==> src/rtl/irq_arb_pkg.sv <==
package irq_arb_pkg;
  localparam int NGRP     = 13;
  localparam int IDX_W    = $clog2(NGRP);
  localparam int VEC_W    = 8;
  localparam int NUM_AUX  = 8;
  localparam int NUM_EXT  = 6;
  localparam int NUM_TMR  = 3;
  localparam int NUM_SER  = 2;
  localparam int VEC_STEP = 8;
  localparam logic [VEC_W-1:0] VEC_BASE = 8'h03;
  localparam logic [VEC_W-1:0] AUX_VEC  = 8'h33;

  localparam int G_AUX  = 0;
  localparam int G_EXT0 = 1;
  localparam int G_TMR0 = 2;
  localparam int G_EXT1 = 3;
  localparam int G_TMR1 = 4;
  localparam int G_SER0 = 5;
  localparam int G_TMR2 = 6;
  localparam int G_SER1 = 7;
  localparam int G_EXT2 = 8;
  localparam int G_WDOG = 12;

  // groups whose flag clears when their vector is acknowledged
  localparam logic [NGRP-1:0] AUTO_CLR =
    NGRP'((1 << G_EXT0) | (1 << G_TMR0) | (1 << G_EXT1) | (1 << G_TMR1));

  // vectors after timer 2 skip the slot taken by the auxiliary vector
  function automatic logic [VEC_W-1:0] vec_of(input logic [IDX_W-1:0] g);
    if (g == IDX_W'(G_AUX))
      return AUX_VEC;
    else if (int'(g) <= G_TMR2)
      return VEC_BASE + VEC_W'(VEC_STEP * (int'(g) - 1));
    else
      return VEC_BASE + VEC_W'(VEC_STEP * int'(g));
  endfunction
endpackage

==> src/rtl/irq_flag_bank.sv <==
module irq_flag_bank
  import irq_arb_pkg::*;
(
  input  logic               clk,
  input  logic               rst,
  input  logic [NUM_AUX-1:0] aux_src,
  input  logic [NUM_AUX-1:0] aux_en,
  input  logic [NUM_EXT-1:0] ext_in,
  input  logic [1:0]         ext_edge,
  input  logic [NUM_TMR-1:0] tmr_ovf,
  input  logic [NUM_SER-1:0] ser_rx,
  input  logic [NUM_SER-1:0] ser_tx,
  input  logic               wdog_evt,
  input  logic [NGRP-2:0]    sw_clr,
  input  logic [NGRP-1:0]    ack_clr,
  output logic [NGRP-1:0]    flags
);
  localparam int NUM_HI_EXT = NUM_EXT - 2;

  logic [NUM_EXT-1:0] ext_q;
  logic [NUM_EXT-1:0] rise;
  logic [NGRP-1:0]    set_v, clr_v, flags_nxt;

  assign rise  = ext_in & ~ext_q;
  assign clr_v = {sw_clr, 1'b0} | (ack_clr & AUTO_CLR);

  always_comb begin
    set_v         = '0;
    set_v[G_EXT0] = rise[0];
    set_v[G_TMR0] = tmr_ovf[0];
    set_v[G_EXT1] = rise[1];
    set_v[G_TMR1] = tmr_ovf[1];
    set_v[G_SER0] = ser_rx[0] | ser_tx[0];
    set_v[G_TMR2] = tmr_ovf[2];
    set_v[G_SER1] = ser_rx[1] | ser_tx[1];
    for (int k = 0; k < NUM_HI_EXT; k++)
      set_v[G_EXT2 + k] = rise[2 + k];
    set_v[G_WDOG] = wdog_evt;
  end

  always_comb begin
    flags_nxt        = set_v | (flags & ~clr_v);
    flags_nxt[G_AUX] = |(aux_src & aux_en);
    if (!ext_edge[0]) flags_nxt[G_EXT0] = ext_in[0];
    if (!ext_edge[1]) flags_nxt[G_EXT1] = ext_in[1];
  end

  always_ff @(posedge clk) begin
    if (rst) begin
      ext_q <= '0;
      flags <= '0;
    end else begin
      ext_q <= ext_in;
      flags <= flags_nxt;
    end
  end
endmodule

==> src/rtl/irq_pick.sv <==
module irq_pick
  import irq_arb_pkg::*;
(
  input  logic [NGRP-1:0]  req,
  input  logic [NGRP-1:0]  hi,
  input  logic             ins_hi,
  input  logic             ins_lo,
  output logic             win_v,
  output logic [IDX_W-1:0] win_idx,
  output logic             win_hi
);
  logic [NGRP-1:0] elig_hi, elig_lo;

  assign elig_hi = ins_hi            ? '0 : (req & hi);
  assign elig_lo = (ins_hi | ins_lo) ? '0 : (req & ~hi);

  // scan downwards so the lowest index is written last; high overrides low
  always_comb begin
    win_v   = 1'b0;
    win_idx = '0;
    win_hi  = 1'b0;
    for (int g = NGRP - 1; g >= 0; g--)
      if (elig_lo[g]) begin
        win_v   = 1'b1;
        win_idx = IDX_W'(g);
      end
    for (int g = NGRP - 1; g >= 0; g--)
      if (elig_hi[g]) begin
        win_v   = 1'b1;
        win_idx = IDX_W'(g);
        win_hi  = 1'b1;
      end
  end
endmodule

==> src/rtl/irq_inservice.sv <==
module irq_inservice (
  input  logic clk,
  input  logic rst,
  input  logic enter,
  input  logic enter_hi,
  input  logic leave,
  output logic ins_hi,
  output logic ins_lo
);
  always_ff @(posedge clk) begin
    if (rst) begin
      ins_hi <= 1'b0;
      ins_lo <= 1'b0;
    end else if (enter) begin
      if (enter_hi) ins_hi <= 1'b1;
      else          ins_lo <= 1'b1;
    end else if (leave) begin
      if (ins_hi) ins_hi <= 1'b0;
      else        ins_lo <= 1'b0;
    end
  end
endmodule

==> src/rtl/irq_arbiter.sv <==
module irq_arbiter
  import irq_arb_pkg::*;
(
  input  logic               clk,
  input  logic               rst,
  input  logic [NUM_AUX-1:0] aux_src,
  input  logic [NUM_AUX-1:0] aux_en,
  input  logic               aux_grp_en,
  input  logic               glob_en,
  input  logic [NGRP-2:0]    grp_en,
  input  logic [NGRP-2:0]    grp_hi,
  input  logic [NUM_EXT-1:0] ext_in,
  input  logic [1:0]         ext_edge,
  input  logic [NUM_TMR-1:0] tmr_ovf,
  input  logic [NUM_SER-1:0] ser_rx,
  input  logic [NUM_SER-1:0] ser_tx,
  input  logic               wdog_evt,
  input  logic [NGRP-2:0]    flag_clr,
  input  logic               irq_ack,
  input  logic               irq_reti,
  output logic               irq_req,
  output logic [VEC_W-1:0]   irq_vec
);
  logic [NGRP-1:0]  flags, req_v, en_full, hi_full, ack_clr;
  logic             ins_hi, ins_lo;
  logic             win_v, win_hi;
  logic [IDX_W-1:0] win_idx, sel_idx;
  logic             sel_hi;
  logic             taken;

  assign taken   = irq_req & irq_ack;
  assign en_full = {grp_en & {(NGRP-1){glob_en}}, aux_grp_en};
  assign hi_full = {grp_hi, 1'b1};
  assign req_v   = flags & en_full;
  assign ack_clr = taken ? (NGRP'(1) << sel_idx) : '0;

  irq_flag_bank u_flags (
    .clk(clk), .rst(rst), .aux_src(aux_src), .aux_en(aux_en),
    .ext_in(ext_in), .ext_edge(ext_edge), .tmr_ovf(tmr_ovf),
    .ser_rx(ser_rx), .ser_tx(ser_tx), .wdog_evt(wdog_evt),
    .sw_clr(flag_clr), .ack_clr(ack_clr), .flags(flags)
  );

  irq_pick u_pick (
    .req(req_v), .hi(hi_full), .ins_hi(ins_hi), .ins_lo(ins_lo),
    .win_v(win_v), .win_idx(win_idx), .win_hi(win_hi)
  );

  irq_inservice u_ins (
    .clk(clk), .rst(rst), .enter(taken), .enter_hi(sel_hi),
    .leave(irq_reti), .ins_hi(ins_hi), .ins_lo(ins_lo)
  );

  always_ff @(posedge clk) begin
    if (rst) begin
      irq_req <= 1'b0;
      irq_vec <= '0;
      sel_idx <= '0;
      sel_hi  <= 1'b0;
    end else if (taken) begin
      irq_req <= 1'b0;
    end else if (!irq_req && !irq_ack && win_v) begin
      irq_req <= 1'b1;
      irq_vec <= vec_of(win_idx);
      sel_idx <= win_idx;
      sel_hi  <= win_hi;
    end
  end
endmodule

==> config.mk <==
export PLATFORM = sky130hd
export DESIGN_NAME = irq_arbiter
export DESIGN_NICKNAME = d
export VERILOG_FILES = /design/src/rtl/irq_arb_pkg.sv /design/src/rtl/irq_flag_bank.sv /design/src/rtl/irq_pick.sv /design/src/rtl/irq_inservice.sv /design/src/rtl/irq_arbiter.sv
export SDC_FILE = /design/constraint.sdc
export NUM_CORES = 1
export LEC_CHECK = 0
export BUFFER_PORTS_ARGS = -buffer_cell sky130_fd_sc_hd__buf_4
export CORE_ASPECT_RATIO = 0.5
export CORE_MARGIN = 5
export CORE_UTILIZATION = 35
export DETAILED_ROUTE_END_ITERATION = 8
export PLACE_DENSITY = 0.71
export SLEW_MARGIN = 15
export SYNTH_ARGS = -nofsm -noshare
export SYNTH_HDL_FRONTEND = slang
export SYNTH_HIERARCHICAL = 1
export SYNTH_SLANG_ARGS = --single-unit
==> constraint.sdc <==
create_clock -name clk -period 3.86 [get_ports clk]
set_input_delay 0.772 -clock clk [delete_from_list [all_inputs] [get_ports clk]]
set_output_delay 0.772 -clock clk [all_outputs]
set_load 0.02 [all_outputs]
# Word-level counts from Yosys, hierarchy flattened
# Cells that the tools add are included.
[word_totals]
register_bits = 35
input_bits = 74
word_cells = 123
[op_classes]
addsub = 3
magnitude_cmp = 1
eq_ne = 3
shifts = 1
mux = 79
n_bitwise = 17
reduce_logical = 11
[op_table]
columns = ["operator", "n"]
rows = [
  ["4-bit 2-to-1 mux", 26],
  ["13-bit AND", 4],
  ["1-bit 2-to-1 mux", 48],
  ["13-bit 2-to-1 mux", 2],
  ["13-bit inverter", 2],
  ["8-bit 2-to-1 mux", 2],
  ["13-bit OR", 1],
  ["13-bit by 5-bit OR with 13-bit output", 1],
  ["12-bit AND", 1],
  ["2-bit by 7-bit adder with 8-bit output (first input constant)", 1],
  ["2-bit by 8-bit adder with 8-bit output (first input constant)", 1],
  ["8-bit AND", 1],
  ["8-bit OR reduction", 1],
  ["6-bit AND", 1],
  ["2-bit inequality test (second input constant)", 3],
  ["6-bit inverter", 1],
  ["5-bit 2-to-1 mux", 1],
  ["1-bit by 4-bit left shift with 5-bit output (first input constant)", 1],
  ["4-bit by 1-bit subtractor with 5-bit output (second input constant)", 1],
  ["4-bit by 3-bit <= comparator with 1-bit output (second input constant)", 1],
  ["4-bit logical NOT", 1],
  ["2-bit AND reduction", 2],
  ["1-bit OR", 3],
  ["3-bit AND reduction", 1],
  ["6 further kinds", 8],
]

# Longest topological paths before layout
[logic_depth]
word_depth = 34
mapped_depth = 12
depth_no_buf = 11

# Modules after synthesis
# Netlist, hierarchy kept.
[modules_own_cells]
columns = ["module", "instances", "cells_per_inst", "area_each_um2"]
rows = [
  ["irq_arbiter", 1, 99, 792.0],
  ["irq_flag_bank", 1, 68, 691.9],
  ["irq_pick", 1, 92, 556.8],
  ["irq_inservice", 1, 11, 101.3],
]

# Least setup slack after synthesis
# No wires, ideal clock.
[synth_timing]
path_type = "input -> register"
start = "in glob_en"
end = "reg irq_vec[4]"
setup_ps = 91
arrival_ps = 3151
required_ps = 3769
setup_slack_ps = 618
stages = 11
path_buffers = 1
cell_sequence = "clkbuf_1 and3_1 nor2b_1 nand3_1 a2111oi_2 a211oi_1 a211oi_1 inv_1 ha_1 or2_2 a311oi_1"
[synth_between]
elab_chain_len = 33
[synth_lines]
columns = ["element", "line_no", "rtl"]
rows = [
  ["start: declaration", "irq_arbiter.sv:9", "input logic glob_en,"],
  ["12-bit AND (*)", "irq_arbiter.sv:32", "assign en_full = {grp_en & {(NGRP-1){glob_en}}, aux_grp_en};"],
  ["13-bit AND (*)", "irq_arbiter.sv:34", "assign req_v = flags & en_full;"],
  ["named net req_v[11]", "irq_arbiter.sv:24", "logic [NGRP-1:0] flags, req_v, en_full, hi_full, ack_clr;"],
  ["13-bit AND", "irq_pick.sv:15", "assign elig_lo = (ins_hi | ins_lo) ? '0 : (req & ~hi);"],
  ["13-bit 2-to-1 mux", "irq_pick.sv:15", ""],
  ["4-bit 2-to-1 mux (12 in a row)", "irq_pick.sv:23", "if (elig_lo[g]) begin"],
  ["4-bit 2-to-1 mux", "irq_pick.sv:28", "if (elig_hi[g]) begin"],
  ["4-bit 2-to-1 mux (*) (12 in a row)", "irq_pick.sv:28", ""],
  ["named net win_idx[0]", "irq_arbiter.sv:27", "logic [IDX_W-1:0] win_idx, sel_idx;"],
  ["4-bit by 1-bit subtractor with 5-bit output", "irq_arb_pkg.sv:33", "return VEC_BASE + VEC_W'(VEC_STEP * (int'(g) - 1));"],
  ["2-bit by 8-bit adder with 8-bit output", "irq_arb_pkg.sv:33", ""],
  ["8-bit 2-to-1 mux", "irq_arb_pkg.sv:32", "else if (int'(g) <= G_TMR2)"],
  ["8-bit 2-to-1 mux (*)", "irq_arb_pkg.sv:30", "if (g == IDX_W'(G_AUX))"],
  ["end signal: assignment", "irq_arbiter.sv:64", "irq_vec <= vec_of(win_idx);"],
  ["end: declaration", "irq_arbiter.sv:22", "output logic [VEC_W-1:0] irq_vec"],
]
# Mark *: on every way through the listed nets, which the timed path passes. The rest lies on a longest branch.
# A chain may end at the register's enable or synchronous reset.

# Worst setup path after layout
[layout_timing]
start = "in glob_en"
end = "reg irq_vec[3]"
[layout_rtl]
columns = ["element", "line_no"]
rows = [
  ["12-bit AND (*)", "irq_arbiter.sv:32"],
  ["13-bit AND (*)", "irq_arbiter.sv:34"],
  ["named net req_v[9]", "irq_arbiter.sv:24"],
  ["13-bit AND", "irq_pick.sv:15"],
  ["13-bit 2-to-1 mux", "irq_pick.sv:15"],
  ["4-bit 2-to-1 mux (10 in a row)", "irq_pick.sv:23"],
  ["4-bit 2-to-1 mux (3 in a row)", "irq_pick.sv:28"],
  ["4-bit 2-to-1 mux (*) (10 in a row)", "irq_pick.sv:28"],
  ["named net win_idx[0]", "irq_arbiter.sv:27"],
  ["4-bit by 1-bit subtractor with 5-bit output", "irq_arb_pkg.sv:33"],
  ["2-bit by 8-bit adder with 8-bit output", "irq_arb_pkg.sv:33"],
  ["8-bit 2-to-1 mux", "irq_arb_pkg.sv:32"],
  ["8-bit 2-to-1 mux (*)", "irq_arb_pkg.sv:30"],
]
# Marks and branches as above.

==> results.json <==
{
  "cts_root_buf": "clkbuf_16",
  "cts_buffers": 5,
  "cp-start-kind": "primary input",
  "grt_busiest_layer": "met2",
  "area_growth_pct": 40.2,
  "grt_pass1_vias": 2093,
  "design.die.area_um2": 7710,
  "worstHoldStart": "u_flags/flags[6]",
  "crit_fanout": 12,
  "fin_crit_ps": 3080,
  "status": "finished clean",
  "p_leak_uw": 0.00127,
  "finalWirelength_um": 6030,
  "max_slew_margin": 0.494,
  "clk_pin_slew_worst_paths_ps": 60,
  "core.rowCount": 19,
  "synth_area_per_cell_um2": 8.10,
  "r2r-start": "u_flags/flags[11]",
  "gp_congestion": 0.881,
  "whs_endpoint": "u_flags/flags[6]",
  "gr-usage-met1": 0.208,
  "grt_max_degree": 37,
  "first_pass_iters": 5,
  "pwr-share-clk": 0.425,
  "max_cap_violations": 0,
  "synth_warnings": 6,
  "grtUsageMet3": 0.0408,
  "skew_ps": 3.51,
  "p_comb_frac": 0.231,
  "drive_gt1_frac": 0.323,
  "fillCellCount": 528,
  "antenna_found_initial": 0,
  "die_h_um": 64.7,
  "postCtsResizedCells": 0,
  "numPortBuffers": 81,
  "regToRegEndpoint": "irq_vec[3]",
  "holdBufCountCts": 0,
  "p_sw_frac": 0.257,
  "fp.dieW_um": 119,
  "synth_area_um2": 2090,
  "endpoint_kind": "flop",
  "vias": 2123,
  "clk-insertion-delay-late_ps": 270,
  "hpwlAfterDp_um": 4870,
  "ir_drop_mv": 0.193,
  "cts_sinks": 33,
  "viasPerCell": 5.13,
  "postCtsSetupBuffers": 0,
  "setup_viol": 0,
  "sequentialPowerShare": 0.344,
  "hold_path.class": "flop to flop",
  "worst_pin_slew_ps": 758,
  "core-area_um2": 5630,
  "internal_power_uw": 824,
  "fin_crit_sh": 0.798,
  "ant_nets": 0,
  "crit_arrival_ps": 3190,
  "avgRoutedWirePerCell_um": 14.6,
  "drcViolationCount": 0,
  "syn_inst": 258,
  "reg2reg_depth": 12,
  "final-hold-violation-count": 0,
  "num_io_pins": 83,
  "grtUsageTotal": 0.157,
  "drt_iter0_markers": 151,
  "cellPowerDensity_nw_per_um2": 379,
  "rsz0062_at_grt": "false",
  "slew_viol_final": 0,
  "startpoint": "glob_en",
  "grt_first_pass_wirelength_um": 9850,
  "fmax_ghz": 0.325,
  "critical_path_class": "primary input to flop",
  "min_path_cells": 2,
  "fin_nets": 416,
  "r2r_slack_ps": 1040,
  "htreeDepth": 2,
  "dp.cells": 406,
  "floorplan.initialDensity": 0.371,
  "gr-total-overflow": 0,
  "required_ps": 3970,
  "tns_ps": 0,
  "cts_buffer_depth": 2,
  "finalNonFillerCells": 414,
  "switchingPower_uw": 285,
  "antenna_cells": 0,
  "use_met2": 0.262,
  "cts_tree": "built"
}
-- layout by cell type, fill, tap and decap left out, drive strengths merged, types with 3 or more instances in the layout --
master	count
buf	85
dfxtp	33
nand2b	30
a21oi	29
nor2	22
nor2b	16
nand2	15
and3	12
inv	9
nor3	7
mux2i	6
clkbuf	6
a22oi	5
nor3b	5
and2	4
nand3b	4
or2	4
o21ai	4
conb	3
a41oi	3
-- worst max path at each step --
stage                 end  slack, ps
2_1_floorplan  irq_vec[4]        620
3_3_place_gp   irq_vec[3]        590
3_5_place_dp   irq_vec[3]        560
4_1_cts        irq_vec[3]        840
5_1_grt        irq_vec[3]        680
6_report       irq_vec[3]        780
-- power groups by stage --
stage	Clock (uW)	Combinational [uW]	Sequential [uW]
2_1_floorplan	0	144	394
3_3_place_gp	0	249	388
3_5_place_dp	0	255	389
4_1_cts	481	257	381
5_1_grt	505	282	384
6_report	471	257	381
-- through the flow --
stage | power [uW] | util | hold WS [ps] | worst slack (ps) | area, um2
floorplan | 538 | - | 441 | 618 | 2090
global placement | 637 | 0.489 | 458 | 589 | 2750
detailed placement | 644 | 0.489 | 459 | 563 | 2750
CTS | 1120 | 0.520 | 469 | 845 | 2930
global route | 1170 | 0.520 | 494 | 683 | 2930
finish | 1110 | 0.520 | 469 | 781 | 2930
-- worst max-delay path, cell delays in order --
cell and delay [ps]:
buf_4 140, and3_1 240, nand2_1 130, a21oi_1 240
nor3b_1 80, o32a_1 330, a211oi_1 230, buf_4 180
inv_1 60, ha_1 210, nand3b_1 160, a221oi_1 300
o32ai_1 110
-- sequential cells by signal (all words and copies together) (netlist names) --
name / cells
u_flags/flags: 13
irq_vec: 6
u_flags/ext_q: 6
sel_idx: 4
irq_req: 1
sel_hi: 1
u_ins/ins_hi: 1
u_ins/ins_lo: 1
-- metal layers --
metal	routed length [um]	share of wire
met1	2690	0.45
met2	2780	0.46
met3	522	0.087
met4	33	0.0055
met5	0	0
-- area by class of cell --
type | instances | area, um2 | area share
clock buffer | 6 | 139 | 0.0474
clock inverter | 2 | 37.5 | 0.0128
inverter | 9 | 33.8 | 0.0115
multi-input combinational | 206 | 1330 | 0.454
sequential | 33 | 661 | 0.225
tap | 73 | 91.3 | 0.0312
timing repair buffer | 85 | 638 | 0.218
Power figures use the tool's default switching activity.
